### src/rtl/dma_chan.sv
module dma_chan #(
  parameter int AW = 16,
  parameter int CW = 16,
  parameter int DW = 16,
  parameter int NTRIG = 7,
  localparam int RW = (AW > CW) ? AW : CW
) (
  input  logic             clk,
  input  logic             rst_n,
  input  logic             reg_we,
  input  logic [2:0]       reg_waddr,
  input  logic [RW-1:0]    reg_wdata,
  input  logic [2:0]       reg_raddr,
  output logic [RW-1:0]    reg_rdata,
  input  logic [NTRIG-1:0] trig_in,
  output logic [AW-1:0]    bus_addr,
  output logic             bus_rd,
  output logic             bus_wr,
  output logic [DW-1:0]    bus_wdata,
  input  logic [DW-1:0]    bus_rdata,
  input  logic             bus_ready
);
  localparam int SW = $clog2(NTRIG + 1);

  typedef enum logic [1:0] {S_IDLE, S_RD, S_WR} st_t;
  st_t st_q;

  logic [AW-1:0] src_q, dst_q, fptr_q;
  logic [CW-1:0] rld_q, cnt_q;
  logic [DW-1:0] data_q;
  logic [SW-1:0] sel_q;
  logic en_q, rep_q, fsel_q, req_q, prev_q;

  logic ctl_we, req_we, sw_hit, cause, hit, start, done;
  logic [2**SW-1:0] cv;
  logic [AW-1:0] base, partner;

  assign ctl_we  = reg_we && reg_waddr == 3'd3;
  assign req_we  = reg_we && reg_waddr == 3'd4;
  assign sw_hit  = req_we && reg_wdata[1];
  assign base    = fsel_q ? dst_q : src_q;
  assign partner = fsel_q ? src_q : dst_q;

  always_comb begin
    cv = '0;
    cv[NTRIG:0] = {trig_in, sw_hit};
  end

  assign cause = cv[sel_q];
  assign hit   = cause && !prev_q;
  assign start = st_q == S_IDLE && en_q && req_q && !ctl_we;
  assign done  = st_q == S_WR && bus_ready && !ctl_we;

  assign bus_rd    = st_q == S_RD;
  assign bus_wr    = st_q == S_WR;
  assign bus_addr  = (st_q == S_WR) ? partner : fptr_q;
  assign bus_wdata = data_q;

  always_comb begin
    case (reg_raddr)
      3'd0: reg_rdata = RW'(src_q);
      3'd1: reg_rdata = RW'(dst_q);
      3'd2: reg_rdata = RW'(rld_q);
      3'd3: reg_rdata = RW'({fsel_q, rep_q, en_q});
      3'd4: reg_rdata = RW'(req_q);
      3'd5: reg_rdata = RW'(sel_q);
      3'd6: reg_rdata = RW'(cnt_q);
      default: reg_rdata = RW'(fptr_q);
    endcase
  end

  always_ff @(posedge clk or negedge rst_n) begin
    if (!rst_n) begin
      src_q <= '0;
      dst_q <= '0;
      rld_q <= '0;
      sel_q <= '0;
      prev_q <= 1'b0;
      req_q <= 1'b0;
    end else begin
      prev_q <= cause;
      if (reg_we && reg_waddr == 3'd0) src_q <= reg_wdata[AW-1:0];
      if (reg_we && reg_waddr == 3'd1) dst_q <= reg_wdata[AW-1:0];
      if (reg_we && reg_waddr == 3'd2) rld_q <= reg_wdata[CW-1:0];
      if (reg_we && reg_waddr == 3'd5) sel_q <= reg_wdata[SW-1:0];
      if (hit) req_q <= 1'b1;
      else if (start) req_q <= 1'b0;
      else if (req_we && !reg_wdata[0]) req_q <= 1'b0;
    end
  end

  always_ff @(posedge clk or negedge rst_n) begin
    if (!rst_n) begin
      st_q <= S_IDLE;
      data_q <= '0;
    end else if (ctl_we) begin
      st_q <= S_IDLE;
    end else begin
      case (st_q)
        S_IDLE: if (start) st_q <= S_RD;
        S_RD: if (bus_ready) begin
          data_q <= bus_rdata;
          st_q <= S_WR;
        end
        default: if (bus_ready) st_q <= S_IDLE;
      endcase
    end
  end

  always_ff @(posedge clk or negedge rst_n) begin
    if (!rst_n) begin
      en_q <= 1'b0;
      rep_q <= 1'b0;
      fsel_q <= 1'b0;
      fptr_q <= '0;
      cnt_q <= '0;
    end else if (ctl_we) begin
      en_q <= reg_wdata[0];
      rep_q <= reg_wdata[1];
      fsel_q <= reg_wdata[2];
      if (reg_wdata[0]) begin
        fptr_q <= reg_wdata[2] ? dst_q : src_q;
        cnt_q <= rld_q;
      end
    end else if (done) begin
      if (cnt_q == '0 && rep_q) begin
        cnt_q <= rld_q;
        fptr_q <= base;
      end else begin
        cnt_q <= cnt_q - 1'b1;
        fptr_q <= fptr_q + 1'b1;
        if (cnt_q == '0) en_q <= 1'b0;
      end
    end
  end
endmodule


### config.mk
export PLATFORM = sky130hd
export DESIGN_NAME = dma_chan
export DESIGN_NICKNAME = d
export VERILOG_FILES = /design/src/rtl/dma_chan.sv
export SDC_FILE = /design/constraint.sdc
export NUM_CORES = 1
export LEC_CHECK = 0
export BUFFER_PORTS_ARGS = -buffer_cell sky130_fd_sc_hd__buf_2
export CAP_MARGIN = 20
export CELL_PAD_IN_SITES_DETAIL_PLACEMENT = 1
export CELL_PAD_IN_SITES_GLOBAL_PLACEMENT = 1
export CORE_MARGIN = 3
export CORE_UTILIZATION = 30
export CTS_BUF_LIST = sky130_fd_sc_hd__clkbuf_8
export DETAILED_ROUTE_END_ITERATION = 8
export GPL_ROUTABILITY_DRIVEN = 0
export HOLD_SLACK_MARGIN = 0.02
export PLACE_DENSITY_LB_ADDON = 0.1
export SYNTH_ARGS = -nofsm -noshare
export SYNTH_HDL_FRONTEND = slang
export SYNTH_SLANG_ARGS = --single-unit
### constraint.sdc
create_clock -name clk -period 2.13 [get_ports clk]
set_input_delay 0.213 -clock clk [delete_from_list [all_inputs] [get_ports clk]]
set_output_delay 0.213 -clock clk [all_outputs]
set_load 0.01 [all_outputs]
==> results.py <==
metrics = {
    "run_status": {
        "status": "complete, but fails checks",
        "violations": "setup timing",
    },
    "die": {
        "core_area_mm2": 0.0212,
        "die_area_mm2": 0.0235,
        "die_w_um": 153,
        "ios": 99,
        "initial_core_util": 0.308,
        "rows": 53,
        "die_h_um": 153,
    },
    "layout": {
        "diodes": 0,
        "nNetsFinal": 869,
        "syn_to_final_growth_pct": 29.4,
        "final_area_mm2": 0.00843,
        "drive_gt1_frac": 0.381,
        "final_common_cell": "dfrtp_1",
        "final_cell_mix": "dfrtp_1 (105), buf_2 (97), buf_4 (77), mux2i_1 (70), mux2_2 (69)",
    },
    "route": {
        "top_layer": "met4",
        "drt_iter0_drc": 257,
        "wl_met2_um": 12600,
        "routedWlPerCell_um": 23.3,
        "dr.pass1.iters": 5,
        "met1Wirelength_um": 11600,
        "viasPerCell": 5.55,
        "route.met3.wl_um": 825,
        "vias": 6085,
        "drcViolationCount": 0,
        "ant_nets": 0,
        "wl_um": 25500,
    },
    "clock_network": {
        "cts_tree": "yes",
        "clkSlewWorstSetupHoldPaths_ns": 0.12,
        "cts_buffers": 9,
        "worstSkewPairLatency_ns": 0.40,
        "h-tree-depth": 3,
        "clock_path_buffers": 2,
        "cts-root-buf": "clkbuf_8",
        "cts_sinks": 106,
    },
    "pwr": {
        "peakVddDrop_uv": 508,
        "leakage_nw": 3.78,
        "powerDensity_mw_per_mm2": 1080,
        "power_frac_seq": 0.375,
        "p_int_w": 0.00521,
        "p_comb_frac": 0.488,
        "swShare": 0.427,
        "power.switching_w": 0.00388,
        "p_clk_frac": 0.137,
    },
    "timing": {
        "worst_hold_slack_ns": 0.0453,
        "fin_ws_ns": -0.0464,
        "timing.slew.headroom": 0.578,
        "max_slew.worst_pin.slew_ns": 0.634,
        "rsz0062_at_grt": "true",
        "min_period_ns": 2.18,
        "fmax_mhz": 459,
        "hold_viol_final": 0,
        "setup_viol": 8,
        "min_period_over_period": 1.02,
        "finalClockSkew_ns": 0.0129,
        "slew_viol_final": 0,
    },
    "global_route": {
        "grt_max_degree": 51,
        "grt_pass1_vias": 6583,
        "grt_usage": 0.215,
        "antenna_found_initial": 0,
        "grt_pass1_wl_um": 39700,
        "overflow": 0,
    },
    "logic_synthesis": {
        "synth_ff_type": "dfrtp_1",
        "postSynthAreaPerCell_um2": 9.90,
        "seq_area_frac_synth": 0.407,
        "yosysUniqueCellTypes": 60,
        "synth_nets": 710,
        "syn_inst": 658,
        "synth_edf_count": 0,
        "yosysWarningCount": 0,
        "ys_ff_latch": 106,
        "synth_area_mm2": 0.00651,
        "synthArstFlopShare": 1.00,
    },
    "setup_path": {
        "worst-r2r-cell-count": 8,
        "reg2reg_to": "fptr_q[0]$_DFFE_PN0P_",
        "required_ns": 2.46,
        "r2r_start": "cnt_q[7]$_DFFE_PN0P_",
        "cp-end-kind": "flop",
        "critPathLaunch": "cnt_q[7]$_DFFE_PN0P_",
        "r2r_setup_slack_ns": -0.05,
        "critPathCapture": "fptr_q[0]$_DFFE_PN0P_",
        "startpoint_type": "flop",
        "crit_type": "flop to flop",
        "critPathMaxFanout": 6,
        "critPathArrivalTime_ns": 2.51,
    },
    "placement": {
        "place_area_mm2": 0.00786,
        "dp_worst_setup_slack_ns": -0.149,
        "dp.final_hpwl_um": 18700,
        "numPortBuffers": 98,
    },
    "worst_hold_path": {
        "min_path_type": "input port to flop",
    },
    "run": {
        "maxCapViolCount": 0,
    },
}
[cell families after synthesis]
logic type                 share of synthesized area
adders and majority gates                    0.00576
AOI/OAI and AO/OA                              0.163
muxes                                          0.239
xor gates and xnor gates                     0.00941
buffers and inverters                         0.0430
DFF                                            0.407
and+or+nand+nor                                0.133
[registers in the layout, indices dropped and copies added (netlist names)]
register   flops
rld_q         16
prev_q         1
src_q         16
fptr_q        16
cnt_q         16
fsel_q         1
en_q           1
bus_wdata     16
st_q           2
rep_q          1
dst_q         16
sel_q          3
req_q          1
[area by class of cell]
cell class              instances  area [um^2]
multi-input cells             483         3780
clock inverters                 7         51.3
clock buffers                   9          124
flip-flops and latches        106         2660
repair buffers                201         1420
inverters                      16         60.1
fillers                      2370        12700
well taps                     275          344
[power by group through the flow]
stage / clock network [W] / logic [W] / registers (W)
after floorplan: 0 / 0.00227 / 0.00328
after global placement: 0 / 0.00402 / 0.00339
after detailed placement: 0 / 0.00411 / 0.00341
after CTS: 0.00130 / 0.00426 / 0.00339
after global routing: 0.00138 / 0.00482 / 0.00351
final: 0.00124 / 0.00443 / 0.00341
[metal layers]
layer  global-route usage  vias up
li1                     -     2782
met1                0.290     3161
met2                0.367      116
met3               0.0292       26
met4               0.0542        0
met5                    0        -
[cell usage after synthesis (all sizes together), types with 6 or more instances]
master / n / area [um^2]
nand3: 14 / 70.1
nor2: 33 / 131
inv: 16 / 60.1
a22oi: 6 / 45.0
mux2: 69 / 777
mux2i: 71 / 711
buf: 15 / 76.3
a221o: 9 / 90.1
clkbuf: 38 / 144
o21ai: 46 / 241
nor4: 12 / 90.1
o2bb2ai: 8 / 70.1
o22ai: 7 / 43.8
a31oi: 11 / 68.8
a211oi: 8 / 60.1
nand2: 56 / 210
nor3: 25 / 125
a21oi: 29 / 145
dfrtp: 106 / 2650
[per-stage QoR]
| stage | TNS [ns] | power, W | utilization | std cells |
|---|---|---|---|---|
| after global routing | -1.09 | 0.00971 | 0.398 | 1097 |
| after detailed placement | -1.28 | 0.00752 | 0.372 | 1060 |
| after global placement | -0.414 | 0.00742 | 0.372 | 1060 |
| after CTS | -0.520 | 0.00895 | 0.389 | 1090 |
| after floorplan | -0.686 | 0.00555 | - | 658 |
| final | -0.228 | 0.00908 | 0.398 | 1097 |
[worst min-delay path by stage]
stage	startpoint	to	slack, ns	cells past startpoint
after floorplan	rst_n	bus_wdata[0]$_DFFE_PN0P_	-0.08	0
after global placement	rst_n	dst_q[5]$_DFFE_PN0P_	0.24	1
after detailed placement	rst_n	src_q[5]$_DFFE_PN0P_	0.25	1
after CTS	bus_rdata[13]	bus_wdata[13]$_DFFE_PN0P_	0.02	2
after global routing	bus_rdata[8]	bus_wdata[8]$_DFFE_PN0P_	0.02	2
final	bus_rdata[6]	bus_wdata[6]$_DFFE_PN0P_	0.05	2
[critical path, cell delays in order, from the launching register on]
cell and delay [ns]:
dfrtp_1 0.40, or4_4 0.54, or3_4 0.38, buf_8 0.16
nor2_4 0.19, buf_4 0.16, buf_6 0.09, a21oi_1 0.05
a31oi_1 0.15
[timing repair]
action,CTS,global route
buffers inserted,4,4
endpoints found under the hold margin,47,2
gates cloned,0,1
endpoints found under the setup margin,30,39
pin swaps,8,11
resized for setup,19,36
hold buffers,10,2
Power figures use the tool's default switching activity.
